==> src/rtl/sbm_pkg.sv <==
// Package sbm_pkg
// Shared widths and types for the soft-decision branch metric unit.
// Assumes two code symbols per trellis step (rate 1/2 code).
package sbm_pkg;

    // Soft-decision width of one received code symbol.
    parameter int SBM_SYM_W = 3;
    // Metric output width; must cover 2 * (2**SBM_SYM_W - 1)**2.
    parameter int SBM_MET_W = 8;
    // Number of code symbols per branch word.
    parameter int SBM_SYMS  = 2;

    localparam int SBM_WORDS = 1 << SBM_SYMS;
    localparam int SBM_SQ_W  = 2 * SBM_SYM_W;
    localparam int SBM_LVL   = (1 << SBM_SYM_W) - 1;
    localparam int SBM_MAX   = SBM_SYMS * SBM_LVL * SBM_LVL;

    typedef logic [SBM_SYM_W-1:0] sym_t;
    typedef logic [SBM_SQ_W-1:0]  sq_t;
    typedef logic [SBM_MET_W-1:0] met_t;

endpackage

==> src/rtl/sbm_sym_terms.sv <==
// Module sbm_sym_terms
// Computes the two squared distances of one received soft symbol:
// to the level for code bit 0 (level 0) and to the level for code
// bit 1 (the top level). Assumes unsigned levels 0..2**W-1, so the
// distance to the top level is the bitwise complement of the symbol.
module sbm_sym_terms
    import sbm_pkg::*;
#(
    parameter int SYM_W = SBM_SYM_W,
    localparam int SQ_W = 2 * SYM_W
) (
    input  logic [SYM_W-1:0] sym,
    output logic [SQ_W-1:0]  sq_to_zero,
    output logic [SQ_W-1:0]  sq_to_one
);

    logic [SQ_W-1:0] dist_zero;
    logic [SQ_W-1:0] dist_one;

    // Zero-extend both distances to the square width.
    always_comb begin
        dist_zero = {{SYM_W{1'b0}}, sym};
        dist_one  = {{SYM_W{1'b0}}, ~sym};
    end

    // Square each distance; the product fits exactly in SQ_W bits.
    always_comb begin
        sq_to_zero = dist_zero * dist_zero;
        sq_to_one  = dist_one * dist_one;
    end

endmodule

==> src/rtl/sbm_word_adder.sv <==
// Module sbm_word_adder
// Forms the metric of one fixed branch word by picking, for each
// code symbol, the squared term matching that word's bit and adding
// the picks. WORD bit 1 pairs with the first symbol, bit 0 with the
// second. Assumes MET_W holds the sum of two SQ_W-bit squares.
module sbm_word_adder
    import sbm_pkg::*;
#(
    parameter int WORD  = 0,
    parameter int SQ_W  = SBM_SQ_W,
    parameter int MET_W = SBM_MET_W
) (
    input  logic [SQ_W-1:0]  a_sq_zero,
    input  logic [SQ_W-1:0]  a_sq_one,
    input  logic [SQ_W-1:0]  b_sq_zero,
    input  logic [SQ_W-1:0]  b_sq_one,
    output logic [MET_W-1:0] metric
);

    localparam bit BIT_A = WORD[1];
    localparam bit BIT_B = WORD[0];

    logic [SQ_W-1:0] term_a;
    logic [SQ_W-1:0] term_b;

    // Select the term for each symbol from the fixed word bits.
    generate
        if (BIT_A) begin : g_a_one
            always_comb term_a = a_sq_one;
        end else begin : g_a_zero
            always_comb term_a = a_sq_zero;
        end
        if (BIT_B) begin : g_b_one
            always_comb term_b = b_sq_one;
        end else begin : g_b_zero
            always_comb term_b = b_sq_zero;
        end
    endgenerate

    // Add the two terms at metric width.
    always_comb begin
        metric = MET_W'(term_a) + MET_W'(term_b);
    end

endmodule

==> src/rtl/sbm_branch_metrics.sv <==
// Module sbm_branch_metrics (top)
// Soft-decision branch metric unit for a rate 1/2 code. For every
// valid received pair it outputs, one cycle later, the squared
// Euclidean distance to each of the four ideal branch words.
// Assumes synchronous active-low reset. The outputs hold their
// value between valid inputs.
module sbm_branch_metrics
    import sbm_pkg::*;
#(
    parameter int SYM_W = SBM_SYM_W,
    parameter int MET_W = SBM_MET_W,
    localparam int SQ_W  = 2 * SYM_W,
    localparam int WORDS = SBM_WORDS
) (
    input  logic             clk,
    input  logic             rst_n,
    input  logic             in_valid,
    input  logic [SYM_W-1:0] sym_a,
    input  logic [SYM_W-1:0] sym_b,
    output logic             out_valid,
    output logic [MET_W-1:0] met_00,
    output logic [MET_W-1:0] met_01,
    output logic [MET_W-1:0] met_10,
    output logic [MET_W-1:0] met_11
);

    logic [SQ_W-1:0]  a_sq_zero, a_sq_one;
    logic [SQ_W-1:0]  b_sq_zero, b_sq_one;
    logic [MET_W-1:0] met_next [WORDS];
    logic [MET_W-1:0] met_q    [WORDS];
    logic             valid_q;

    // Shared squared terms for the first symbol.
    sbm_sym_terms #(.SYM_W(SYM_W)) u_terms_a (
        .sym        (sym_a),
        .sq_to_zero (a_sq_zero),
        .sq_to_one  (a_sq_one)
    );

    // Shared squared terms for the second symbol.
    sbm_sym_terms #(.SYM_W(SYM_W)) u_terms_b (
        .sym        (sym_b),
        .sq_to_zero (b_sq_zero),
        .sq_to_one  (b_sq_one)
    );

    // One adder per branch word, all working in parallel.
    generate
        for (genvar w = 0; w < WORDS; w++) begin : g_word
            sbm_word_adder #(
                .WORD  (w),
                .SQ_W  (SQ_W),
                .MET_W (MET_W)
            ) u_add (
                .a_sq_zero (a_sq_zero),
                .a_sq_one  (a_sq_one),
                .b_sq_zero (b_sq_zero),
                .b_sq_one  (b_sq_one),
                .metric    (met_next[w])
            );
        end
    endgenerate

    // Valid flag pipeline: one register stage.
    always_ff @(posedge clk) begin
        if (!rst_n) valid_q <= 1'b0;
        else        valid_q <= in_valid;
    end

    // Metric registers: load on valid input, hold otherwise.
    generate
        for (genvar w = 0; w < WORDS; w++) begin : g_reg
            always_ff @(posedge clk) begin
                if (!rst_n)        met_q[w] <= '0;
                else if (in_valid) met_q[w] <= met_next[w];
            end
        end
    endgenerate

    // Drive the named output ports from the register array.
    always_comb begin
        out_valid = valid_q;
        met_00    = met_q[0];
        met_01    = met_q[1];
        met_10    = met_q[2];
        met_11    = met_q[3];
    end

endmodule

==> config.mk <==
export PLATFORM = sky130hd
export DESIGN_NAME = sbm_branch_metrics
export DESIGN_NICKNAME = d
export VERILOG_FILES = /design/src/rtl/sbm_pkg.sv /design/src/rtl/sbm_sym_terms.sv /design/src/rtl/sbm_word_adder.sv /design/src/rtl/sbm_branch_metrics.sv
export SDC_FILE = /design/constraint.sdc
export NUM_CORES = 1
export LEC_CHECK = 0
export BUFFER_PORTS_ARGS = -buffer_cell sky130_fd_sc_hd__buf_2
export CORE_ASPECT_RATIO = 0.5
export CORE_MARGIN = 8
export CORE_UTILIZATION = 45
export DETAILED_ROUTE_END_ITERATION = 6
export PLACE_DENSITY = 0.71
export SLEW_MARGIN = 20
export SYNTH_ARGS = -nofsm -noshare
export SYNTH_HDL_FRONTEND = slang
export SYNTH_SLANG_ARGS = --single-unit
==> constraint.sdc <==
create_clock -name clk -period 1.85 [get_ports clk]
set_clock_uncertainty 0.15 [all_clocks]
set_input_delay 0.185 -clock clk [delete_from_list [all_inputs] [get_ports clk]]
set_output_delay 0.185 -clock clk [all_outputs]
set_load 0.02 [all_outputs]
==> reports/qor.json, run 1 <==
{
  "first_global_vias": {"value": 1310},
  "dpl_cell_area": {"value": 2210, "unit": "um2"},
  "area_growth_syn_to_layout": {"value": 25.1, "unit": "%"},
  "die_width": {"value": 106, "unit": "um"},
  "startpoint_type": {"value": "input pin"},
  "post_synth_inst_count": {"value": 158},
  "finalInstanceArea": {"value": 2280, "unit": "um2"},
  "fin_crit_sh": {"value": 0.949},
  "result_of_the_run": {"value": "complete, no violations"},
  "yosysWarningCount": {"value": 0},
  "num-nets-final": {"value": 244},
  "cell_type_contributing_the_most_total_cell_area_after_synthesis": {"value": "edfxtp_1"},
  "cts_made_buffers": {"value": 3},
  "finalWorstPathRequiredPeriod": {"value": 1760, "unit": "ps"},
  "post-route-util": {"value": 0.585},
  "cp_max_fanout": {"value": 6},
  "gp_congestion": {"value": 0.802},
  "holdPathEnd": {"value": "met_q[0][2]$_SDFFCE_PN0P_"},
  "min-delay-path-class": {"value": "in2reg"},
  "setup.worst_path.end_class": {"value": "register"},
  "final_max_slew_viol_count": {"value": 0},
  "yosys.area.top_type_share": {"value": 0.427},
  "holdCritStartpoint": {"value": "in_valid"},
  "ys_types": {"value": 36},
  "io_pins": {"value": 42},
  "rows": {"value": 16},
  "dp_hpwl": {"value": 2960, "unit": "um"},
  "fin_tns_setup": {"value": 0, "unit": "ps"},
  "drt-pass1-iter-count": {"value": 4},
  "die_h": {"value": 61.1, "unit": "um"},
  "ctsLongestPathBuffers": {"value": 2},
  "drive_gt1_frac": {"value": 0.405},
  "viasPerCell": {"value": 4.81},
  "cp.required": {"value": 1740, "unit": "ps"},
  "timing.final.hold_violations": {"value": 0},
  "worst-setup-path-type": {"value": "in2reg"},
  "drt.antenna.violating_nets": {"value": 0},
  "wl_per_cell": {"value": 14.3, "unit": "um"},
  "wl": {"value": 3780, "unit": "um"},
  "max_cap_viol_count": {"value": 0},
  "tritoncts": {"value": "built"},
  "drt_iter0_markers": {"value": 34},
  "leakage_power_of_the_design": {"value": 1.14, "unit": "nW"},
  "ctsResizeCount": {"value": 0},
  "n_antenna_cell": {"value": 0},
  "vdd.ir_drop.worst": {"value": 256, "unit": "uV"},
  "syn_area_per_cell": {"value": 11.6, "unit": "um2"},
  "postSynthRegisterBits": {"value": 27},
  "cts_setup_buffers": {"value": 0},
  "cts.reportedPaths.clkPinSlew": {"value": 90, "unit": "ps"},
  "critPathArrivalTime": {"value": 1640, "unit": "ps"},
  "route.vias.total": {"value": 1269},
  "cts-hold-fix-buffers": {"value": 0},
  "drc_errors": {"value": 0},
  "grt_pass1_wl": {"value": 5980, "unit": "um"},
  "mostFrequentLayoutCell": {"value": "buf_2"},
  "floorplan.initialDensity": {"value": 0.468},
  "final_cell_mix": {"value": "buf_2, edfxtp_1, ha_1"},
  "cts.root.buffer_cell": {"value": "clkbuf_8"},
  "numClockSinks": {"value": 27},
  "htree_num_levels": {"value": 1},
  "grt_antenna_before_repair": {"value": 0},
  "design.die.area": {"value": 6480, "unit": "um2"},
  "hold_slack": {"value": 217, "unit": "ps"},
  "netlist_area": {"value": 1830, "unit": "um2"},
  "pwr_density_cell": {"value": 677, "unit": "nW/um2"},
  "final-setup-viol-count": {"value": 0},
  "synth_seq_area_share": {"value": 0.438},
  "maximum_number_of_pins_on_one_net_before_global_route_repair": {"value": 22},
  "min_path_cells": {"value": 2},
  "grt_overflow": {"value": 0},
  "placeableCoreArea": {"value": 3900, "unit": "um2"},
  "fmax": {"value": 570, "unit": "MHz"},
  "placement.io_buffers": {"value": 37},
  "total_power": {"value": 0.00155, "unit": "W"},
  "synth.area.top_cells": {"value": "edfxtp_1, ha_1, and3_1"},
  "global_route.usage.total": {"value": 0.116}
}
[layer usage]
layer	part of all wire	up-vias	track usage	wire [um]
li1	-	641	-	-
met1	0.46	598	0.134	1730
met2	0.48	28	0.210	1800
met3	0.057	2	0.0365	214
met4	0.0082	0	0.0317	31
met5	0	-	0	0
[worst max-delay path, cell delays in order]
cell and delay (ps):
buf_2 130, nor2_1 110, ha_2 320, ha_1 310, a21o_1 190, a21oi_1 190
xor2_1 160, nor2_1 50
[state kept, by name (all words and copies together), names as in the netlist]
| register | cells |
|---|---|
| out_valid | 1 |
| met_q | 26 |
[report_power, final]
| part | internal (W) | total [W] | switching [W] |
|---|---|---|---|
| Combinational | 0.000198 | 0.000465 | 0.000267 |
| Clock | 0.000151 | 0.000338 | 0.000187 |
| Sequential | 0.000730 | 0.000742 | 0.0000120 |
| Total | 0.00108 | 0.00155 | 0.000466 |
[synth_stat cells, drive strengths merged]
cell	count
dfxtp	1
edfxtp	26
nand2b	3
nor2b	8
xor2	5
inv	12
nor2	15
nor3	2
mux2i	2
a21oi	6
o21ai	6
xnor3	1
conb	1
buf	7
fa	2
a21o	4
ha	22
xnor2	3
maj3	4
and3	11
clkbuf	3
xor3	1
nand2	5
and2	6
or2b	2
[worst max-delay path by stage]
stage                  start  slack, ps                   endpoint  cells past startpoint
detailed placement  sym_a[0]       -230  met_q[1][6]$_SDFFCE_PN0P_                      9
floorplan           sym_b[2]         10  met_q[0][6]$_SDFFCE_PN0P_                      8
global route        sym_b[0]      -0.03  met_q[1][5]$_SDFFCE_PN0P_                      8
CTS                 sym_b[0]         60  met_q[1][6]$_SDFFCE_PN0P_                     10
global placement    sym_a[0]       -190  met_q[3][5]$_SDFFCE_PN0P_                      8
finish              sym_a[0]         90  met_q[3][5]$_SDFFCE_PN0P_                      8
[area by class of cell]
cell class	instances	area [um2]
Clock buffer	3	41.3
Clock inverter	1	5.00
Fill cell	323	1620
Inverter	12	45.0
Multi-Input combinational cell	112	990
Sequential cell	27	801
Tap cell	54	67.6
Timing Repair Buffer	55	335
[cells by family after synthesis]
family | synth area share
AOI/OAI and AO/OA | 0.0507
xor gates and xnor gates | 0.0822
adders and majority gates | 0.196
buffers and inverters | 0.0582
DFF | 0.438
muxes | 0.0110
other | 0.00205
and+or+nand+nor | 0.162
[per-stage QoR]
step | setup WS, ps | std cells
floorplan | 14.0 | 161
global placement | -185 | 260
detailed placement | -234 | 260
CTS | 55.9 | 264
global route | -0.0347 | 264
finish | 94.9 | 264
(Power assumes the default switching activity.)
==> run 2, diff against run 1 <==
--- a/config.mk
+++ b/config.mk
@@ -9,7 +9,9 @@
 export CORE_ASPECT_RATIO = 0.5
 export CORE_MARGIN = 8
 export CORE_UTILIZATION = 45
+export CTS_BUF_LIST = sky130_fd_sc_hd__clkbuf_4 sky130_fd_sc_hd__clkbuf_8
 export DETAILED_ROUTE_END_ITERATION = 6
+export MAX_ROUTING_LAYER = met4
 export PLACE_DENSITY = 0.71
 export SLEW_MARGIN = 20
 export SYNTH_ARGS = -nofsm -noshare
==> run 2 against run 1 <==
Combinational power about the same. Die area unchanged. Core utilization unchanged. Hold slack about the same. Via count unchanged. Worst setup slack about the same. Critical path depth unchanged. Largest power group unchanged. Highest routed layer unchanged. Largest cell class unchanged. Total power about the same.
==> reports/qor.json, run 2 (same netlist as run 1, synthesis figures left out) <==
{
  "min-delay-path-class": {"value": "in2reg"},
  "final-setup-viol-count": {"value": 0},
  "final_cell_mix": {"value": "buf_2, edfxtp_1, ha_1"},
  "fin_crit_sh": {"value": 0.949},
  "gp_congestion": {"value": 0.813},
  "endpoint": {"value": "met_q[3][5]$_SDFFCE_PN0P_"},
  "placeableCoreArea": {"value": 3900, "unit": "um2"},
  "ctsLongestPathBuffers": {"value": 2},
  "cts-hold-fix-buffers": {"value": 0},
  "grt_pass1_wl": {"value": 5980, "unit": "um"},
  "pwr_density_cell": {"value": 677, "unit": "nW/um2"},
  "hold_slack": {"value": 217, "unit": "ps"},
  "design.die.area": {"value": 6480, "unit": "um2"},
  "leakage_power_of_the_design": {"value": 1.14, "unit": "nW"},
  "critPathArrivalTime": {"value": 1640, "unit": "ps"},
  "grt_antenna_before_repair": {"value": 0},
  "post-route-util": {"value": 0.585},
  "maximum_number_of_pins_on_one_net_before_global_route_repair": {"value": 22},
  "cp_max_fanout": {"value": 6},
  "drc_errors": {"value": 0},
  "htree_num_levels": {"value": 1},
  "route.vias.total": {"value": 1269},
  "first_global_vias": {"value": 1310},
  "result_of_the_run": {"value": "complete, no violations"},
  "die_width": {"value": 106, "unit": "um"},
  "rows": {"value": 16},
  "drt_iter0_markers": {"value": 34},
  "worst_setup_path_startpoint": {"value": "sym_a[0]"},
  "startpoint_type": {"value": "input pin"},
  "tritoncts": {"value": "built"},
  "dp_hpwl": {"value": 2960, "unit": "um"},
  "die_h": {"value": 61.1, "unit": "um"},
  "timing.final.hold_violations": {"value": 0},
  "global_route.usage.total": {"value": 0.120},
  "dpl_cell_area": {"value": 2210, "unit": "um2"},
  "flip_flop_count_of_the_largest_register_all_copies_and_words_added": {"value": 26},
  "max_cap_viol_count": {"value": 0},
  "cts.root.buffer_cell": {"value": "clkbuf_8"},
  "numClockSinks": {"value": 27},
  "io_pins": {"value": 42},
  "post_route_setup_slack": {"value": 95.0, "unit": "ps"},
  "area_growth_syn_to_layout": {"value": 25.1, "unit": "%"},
  "drt.antenna.violating_nets": {"value": 0},
  "setup.worst_path.end_class": {"value": "register"},
  "wl_per_cell": {"value": 14.3, "unit": "um"},
  "n_antenna_cell": {"value": 0},
  "cts.reportedPaths.clkPinSlew": {"value": 90, "unit": "ps"},
  "fillCellCount": {"value": 323},
  "finalWorstPathRequiredPeriod": {"value": 1760, "unit": "ps"},
  "cp.required": {"value": 1740, "unit": "ps"},
  "placement.io_buffers": {"value": 37},
  "num-nets-final": {"value": 244},
  "floorplan.initialDensity": {"value": 0.468},
  "fmax": {"value": 570, "unit": "MHz"},
  "worst-setup-path-type": {"value": "in2reg"},
  "finalInstanceArea": {"value": 2280, "unit": "um2"},
  "drt-pass1-iter-count": {"value": 4},
  "ctsResizeCount": {"value": 0},
  "regMostFlops": {"value": "met_q"},
  "mostFrequentLayoutCell": {"value": "buf_2"},
  "viasPerCell": {"value": 4.81},
  "cts_made_buffers": {"value": 3},
  "wl": {"value": 3780, "unit": "um"},
  "drive_gt1_frac": {"value": 0.405},
  "cts_setup_buffers": {"value": 0},
  "dp_slack": {"value": -234, "unit": "ps"},
  "vdd.ir_drop.worst": {"value": 256, "unit": "uV"},
  "grt_overflow": {"value": 0},
  "holdCritStartpoint": {"value": "in_valid"},
  "final_max_slew_viol_count": {"value": 0}
}
-- run 2: critical path, stage by stage --
cell,delay (ps)
buf_2,130
nor2_1,110
ha_2,320
ha_1,310
a21o_1,190
a21oi_1,190
xor2_1,160
nor2_1,50
-- run 2: final cells by class --
cell class                 instances  area, um2  area share
clock buffer                       3       41.3      0.0181
clock inverter                     1       5.00     0.00219
inverter                          12       45.0      0.0197
multi-input combinational        112        990       0.433
sequential                        27        801       0.350
tap                               54       67.6      0.0296
timing repair buffer              55        335       0.147
-- run 2: metrics by stage --
step,total power [W],cells,TNS (ps)
final,0.00155,264,0
after global routing,0.00163,264,-0.0385
after CTS,0.00156,264,0
after detailed placement,0.00122,260,-1940
after global placement,0.00121,260,-1550
after floorplan,0.00108,161,0
-- run 2: power by group --
| part | switching [W] | leakage (nW) | internal, W | total (W) |
|---|---|---|---|---|
| clock | 0.000187 | 0.0255 | 0.000151 | 0.000338 |
| sequential | 0.0000120 | 0.289 | 0.000730 | 0.000742 |
| combinational | 0.000267 | 0.823 | 0.000198 | 0.000466 |
-- run 2: worst min-delay path by stage --
stage	end	slack, ps	depth (start not counted)
floorplan	out_valid$_SDFF_PN0_	250	2
global placement	out_valid	460	1
detailed placement	out_valid	460	1
CTS	met_q[1][1]$_SDFFCE_PN0P_	210	2
global route	met_q[0][3]$_SDFFCE_PN0P_	250	2
finish	met_q[0][2]$_SDFFCE_PN0P_	220	2
-- run 2: per-layer routing --
layer	vias up	wire (um)	track usage
met1	598	1750	0.135
met3	2	199	0.0344
li1	641	-	-
met4	0	31	0.0317
met5	-	0	-
met2	28	1800	0.210
==> run 3, diff against run 2 <==
--- a/config.mk
+++ b/config.mk
@@ -5,6 +5,7 @@
 export SDC_FILE = /design/constraint.sdc
 export NUM_CORES = 1
 export LEC_CHECK = 0
+export ABC_AREA = 1
 export BUFFER_PORTS_ARGS = -buffer_cell sky130_fd_sc_hd__buf_2
 export CORE_ASPECT_RATIO = 0.5
 export CORE_MARGIN = 8
==> constraint.sdc (replaced) <==
create_clock -name clk -period 1.6 [get_ports clk]
set_clock_uncertainty 0.15 [all_clocks]
set_input_delay 0.16 -clock clk [delete_from_list [all_inputs] [get_ports clk]]
set_output_delay 0.16 -clock clk [all_outputs]
set_load 0.02 [all_outputs]
==> run 3 against run 2 <==
Count of clock-buffer cells in the layout unchanged. Global-route usage rose by 1.0 points. Sequential power is 15% higher. Worst setup slack got worse by 75 ps. Via count is 19% higher.
==> reports/qor.json, run 3 <==
{
  "result_of_the_run": {"value": "complete, no violations"},
  "max_cap_viol_count": {"value": 0},
  "cp_max_fanout": {"value": 5},
  "postSynthRegisterBits": {"value": 27},
  "drt-pass1-iter-count": {"value": 4},
  "tritoncts": {"value": "built"},
  "first_global_vias": {"value": 1366},
  "mostFrequentLayoutCell": {"value": "buf_2"},
  "holdPathEnd": {"value": "out_valid$_SDFF_PN0_"},
  "share_clk_of_total_power": {"value": 0.221},
  "min-delay-path-class": {"value": "in2reg"},
  "final_max_slew_viol_count": {"value": 0},
  "pwr_density_cell": {"value": 761, "unit": "nW/um2"},
  "timing.final.hold_violations": {"value": 0},
  "route.vias.total": {"value": 1514},
  "io_pins": {"value": 42},
  "dominantRegCellSynth": {"value": "edfxtp_1"},
  "syn_area_per_cell": {"value": 8.55, "unit": "um2"},
  "grt_overflow": {"value": 0},
  "fmax": {"value": 633, "unit": "MHz"},
  "dpl_cell_area": {"value": 2320, "unit": "um2"},
  "setup.worst_path.end_class": {"value": "register"},
  "startpoint_type": {"value": "input pin"},
  "finalInstanceArea": {"value": 2470, "unit": "um2"},
  "netlist_area": {"value": 1860, "unit": "um2"},
  "cp.required": {"value": 1490, "unit": "ps"},
  "final_cell_mix": {"value": "buf_2, inv_1, nand2_1, nor2_1, edfxtp_1"},
  "placed_instance_count": {"value": 325},
  "drt.antenna.violating_nets": {"value": 0},
  "die_h": {"value": 61.5, "unit": "um"},
  "rows": {"value": 16},
  "synth_seq_area_share": {"value": 0.430},
  "placeableCoreArea": {"value": 3940, "unit": "um2"},
  "global_route.usage.total": {"value": 0.130},
  "commonest_cells_post_synth": {"value": "inv_1, nor2_1, nand2_1, edfxtp_1, ha_1"},
  "wl": {"value": 4140, "unit": "um"},
  "flip_flop_count_of_the_largest_register_all_copies_and_words_added": {"value": 26},
  "cts_made_buffers": {"value": 3},
  "ys_types": {"value": 21},
  "fin_crit_sh": {"value": 0.987},
  "cts.reportedPaths.clkPinSlew": {"value": 100, "unit": "ps"},
  "gp_congestion": {"value": 0.905},
  "htree_num_levels": {"value": 1},
  "leakage_power_of_the_design": {"value": 1.23, "unit": "nW"},
  "p_seq_frac": {"value": 0.454},
  "area_growth_syn_to_layout": {"value": 32.8, "unit": "%"},
  "grt_pass1_wl": {"value": 6470, "unit": "um"},
  "wl_per_cell": {"value": 12.5, "unit": "um"},
  "dp_hpwl": {"value": 3190, "unit": "um"},
  "finish.cell_count_without_fillers": {"value": 330},
  "async_reset_ff_frac": {"value": 0},
  "critPathArrivalTime": {"value": 1470, "unit": "ps"},
  "power_switching": {"value": 0.000628, "unit": "W"},
  "viasPerCell": {"value": 4.59},
  "post_synth_inst_count": {"value": 218},
  "cts-hold-fix-buffers": {"value": 0},
  "die_width": {"value": 107, "unit": "um"},
  "num-nets-final": {"value": 310},
  "drt_iter0_markers": {"value": 90},
  "yosysWarningCount": {"value": 0},
  "drc_errors": {"value": 0},
  "n_antenna_cell": {"value": 0},
  "cts.root.buffer_cell": {"value": "clkbuf_8"},
  "design.die.area": {"value": 6580, "unit": "um2"},
  "vdd.ir_drop.worst": {"value": 417, "unit": "uV"},
  "synth_enable_flop_cells": {"value": 26},
  "power_report.internal_total": {"value": 0.00126, "unit": "W"},
  "regMostFlops": {"value": "met_q"},
  "synthMostInstantiatedCell": {"value": "inv_1"},
  "p_sw_frac": {"value": 0.333},
  "floorplan.initialDensity": {"value": 0.472},
  "total_power": {"value": 0.00188, "unit": "W"},
  "maximum_number_of_pins_on_one_net_before_global_route_repair": {"value": 27},
  "placement.io_buffers": {"value": 37},
  "min_path_cells": {"value": 3},
  "finalWorstPathRequiredPeriod": {"value": 1580, "unit": "ps"},
  "post_route_setup_slack": {"value": 20.0, "unit": "ps"},
  "cell_type_contributing_the_most_total_cell_area_after_synthesis": {"value": "edfxtp_1"},
  "numClockSinks": {"value": 27},
  "worst-setup-path-type": {"value": "in2reg"},
  "synth.area.top_cells": {"value": "edfxtp_1, ha_1, inv_1"},
  "final-setup-viol-count": {"value": 0},
  "yosys.area.top_type_share": {"value": 0.419},
  "grt_antenna_before_repair": {"value": 0},
  "holdCritStartpoint": {"value": "in_valid"},
  "power.combinational.fraction": {"value": 0.325},
  "ctsLongestPathBuffers": {"value": 2},
  "drive_gt1_frac": {"value": 0.435},
  "dp_slack": {"value": -422, "unit": "ps"}
}
## run 3: routing by layer
layer,global-route usage,vias up,routed length [um]
met5,-,-,0
met2,0.190,50,1790
met4,0.0376,0,39
met3,0.0292,4,319
li1,-,791,-
met1,0.176,669,1990
## run 3: cell type report
class                      instances  area [um2]
tap                               54        67.6
timing repair buffer              60         375
multi-input combinational        137        1000
clock buffer                       3        41.3
clock inverter                     1        7.51
inverter                          48         183
sequential                        27         801
fill                             337        1470
## run 3: worst max path at each step
stage,to,slack (ps),start,cells after the start
final,met_q[0][6]$_SDFFCE_PN0P_,20,sym_a[1],12
after global routing,met_q[2][6]$_SDFFCE_PN0P_,-50,sym_a[1],11
after CTS,met_q[3][6]$_SDFFCE_PN0P_,8,sym_a[0],11
after detailed placement,met_q[3][6]$_SDFFCE_PN0P_,-420,sym_b[0],9
after global placement,met_q[3][6]$_SDFFCE_PN0P_,-340,sym_b[0],9
after floorplan,met_q[0][6]$_SDFFCE_PN0P_,-120,sym_b[2],11
## run 3: cells by family (layout without fill, tap and decap cells)
logic type,after synthesis,after routing,share of synthesized area
AO/OA/AOI/OAI,22,22,0.0591
XOR/XNOR,3,3,0.0141
adder cells (fa/ha/maj),24,24,0.169
buffers and inverters,57,112,0.131
flip-flops,27,27,0.430
other,1,4,0.00201
AND/OR/NAND/NOR,84,84,0.195
## run 3: stage by stage
stage / hold WS, ps / setup TNS [ps] / utilization
floorplan: 345 / -796 / -
global placement: 379 / -3800 / 0.588
detailed placement: 378 / -4370 / 0.588
CTS: 88.4 / 0 / 0.602
global route: 158 / -148 / 0.628
finish: 106 / 0 / 0.628
## run 3: power by group through the flow
stage	Clock (W)	Sequential (W)	Combinational, W
floorplan	0	0.000961	0.000300
global placement	0	0.000871	0.000549
detailed placement	0	0.000873	0.000564
CTS	0.000416	0.000856	0.000569
global route	0.000438	0.000862	0.000678
finish	0.000416	0.000855	0.000613
## run 3: critical path: stages
cell     delay (ps)
buf_2           170
nand2_2          70
inv_2            70
ha_4            210
inv_2            60
nand2_2          50
inv_1            60
nor2_2           40
ha_2            160
or2_4           260
nand4_1          80
a21oi_1          80
## run 3: what timing repair did
| action | CTS | global route |
|---|---|---|
| buffers inserted | 0 | 1 |
| pin swaps | 2 | 12 |
| endpoints found under the setup margin | 5 | 11 |
| gates resized for setup | 4 | 32 |
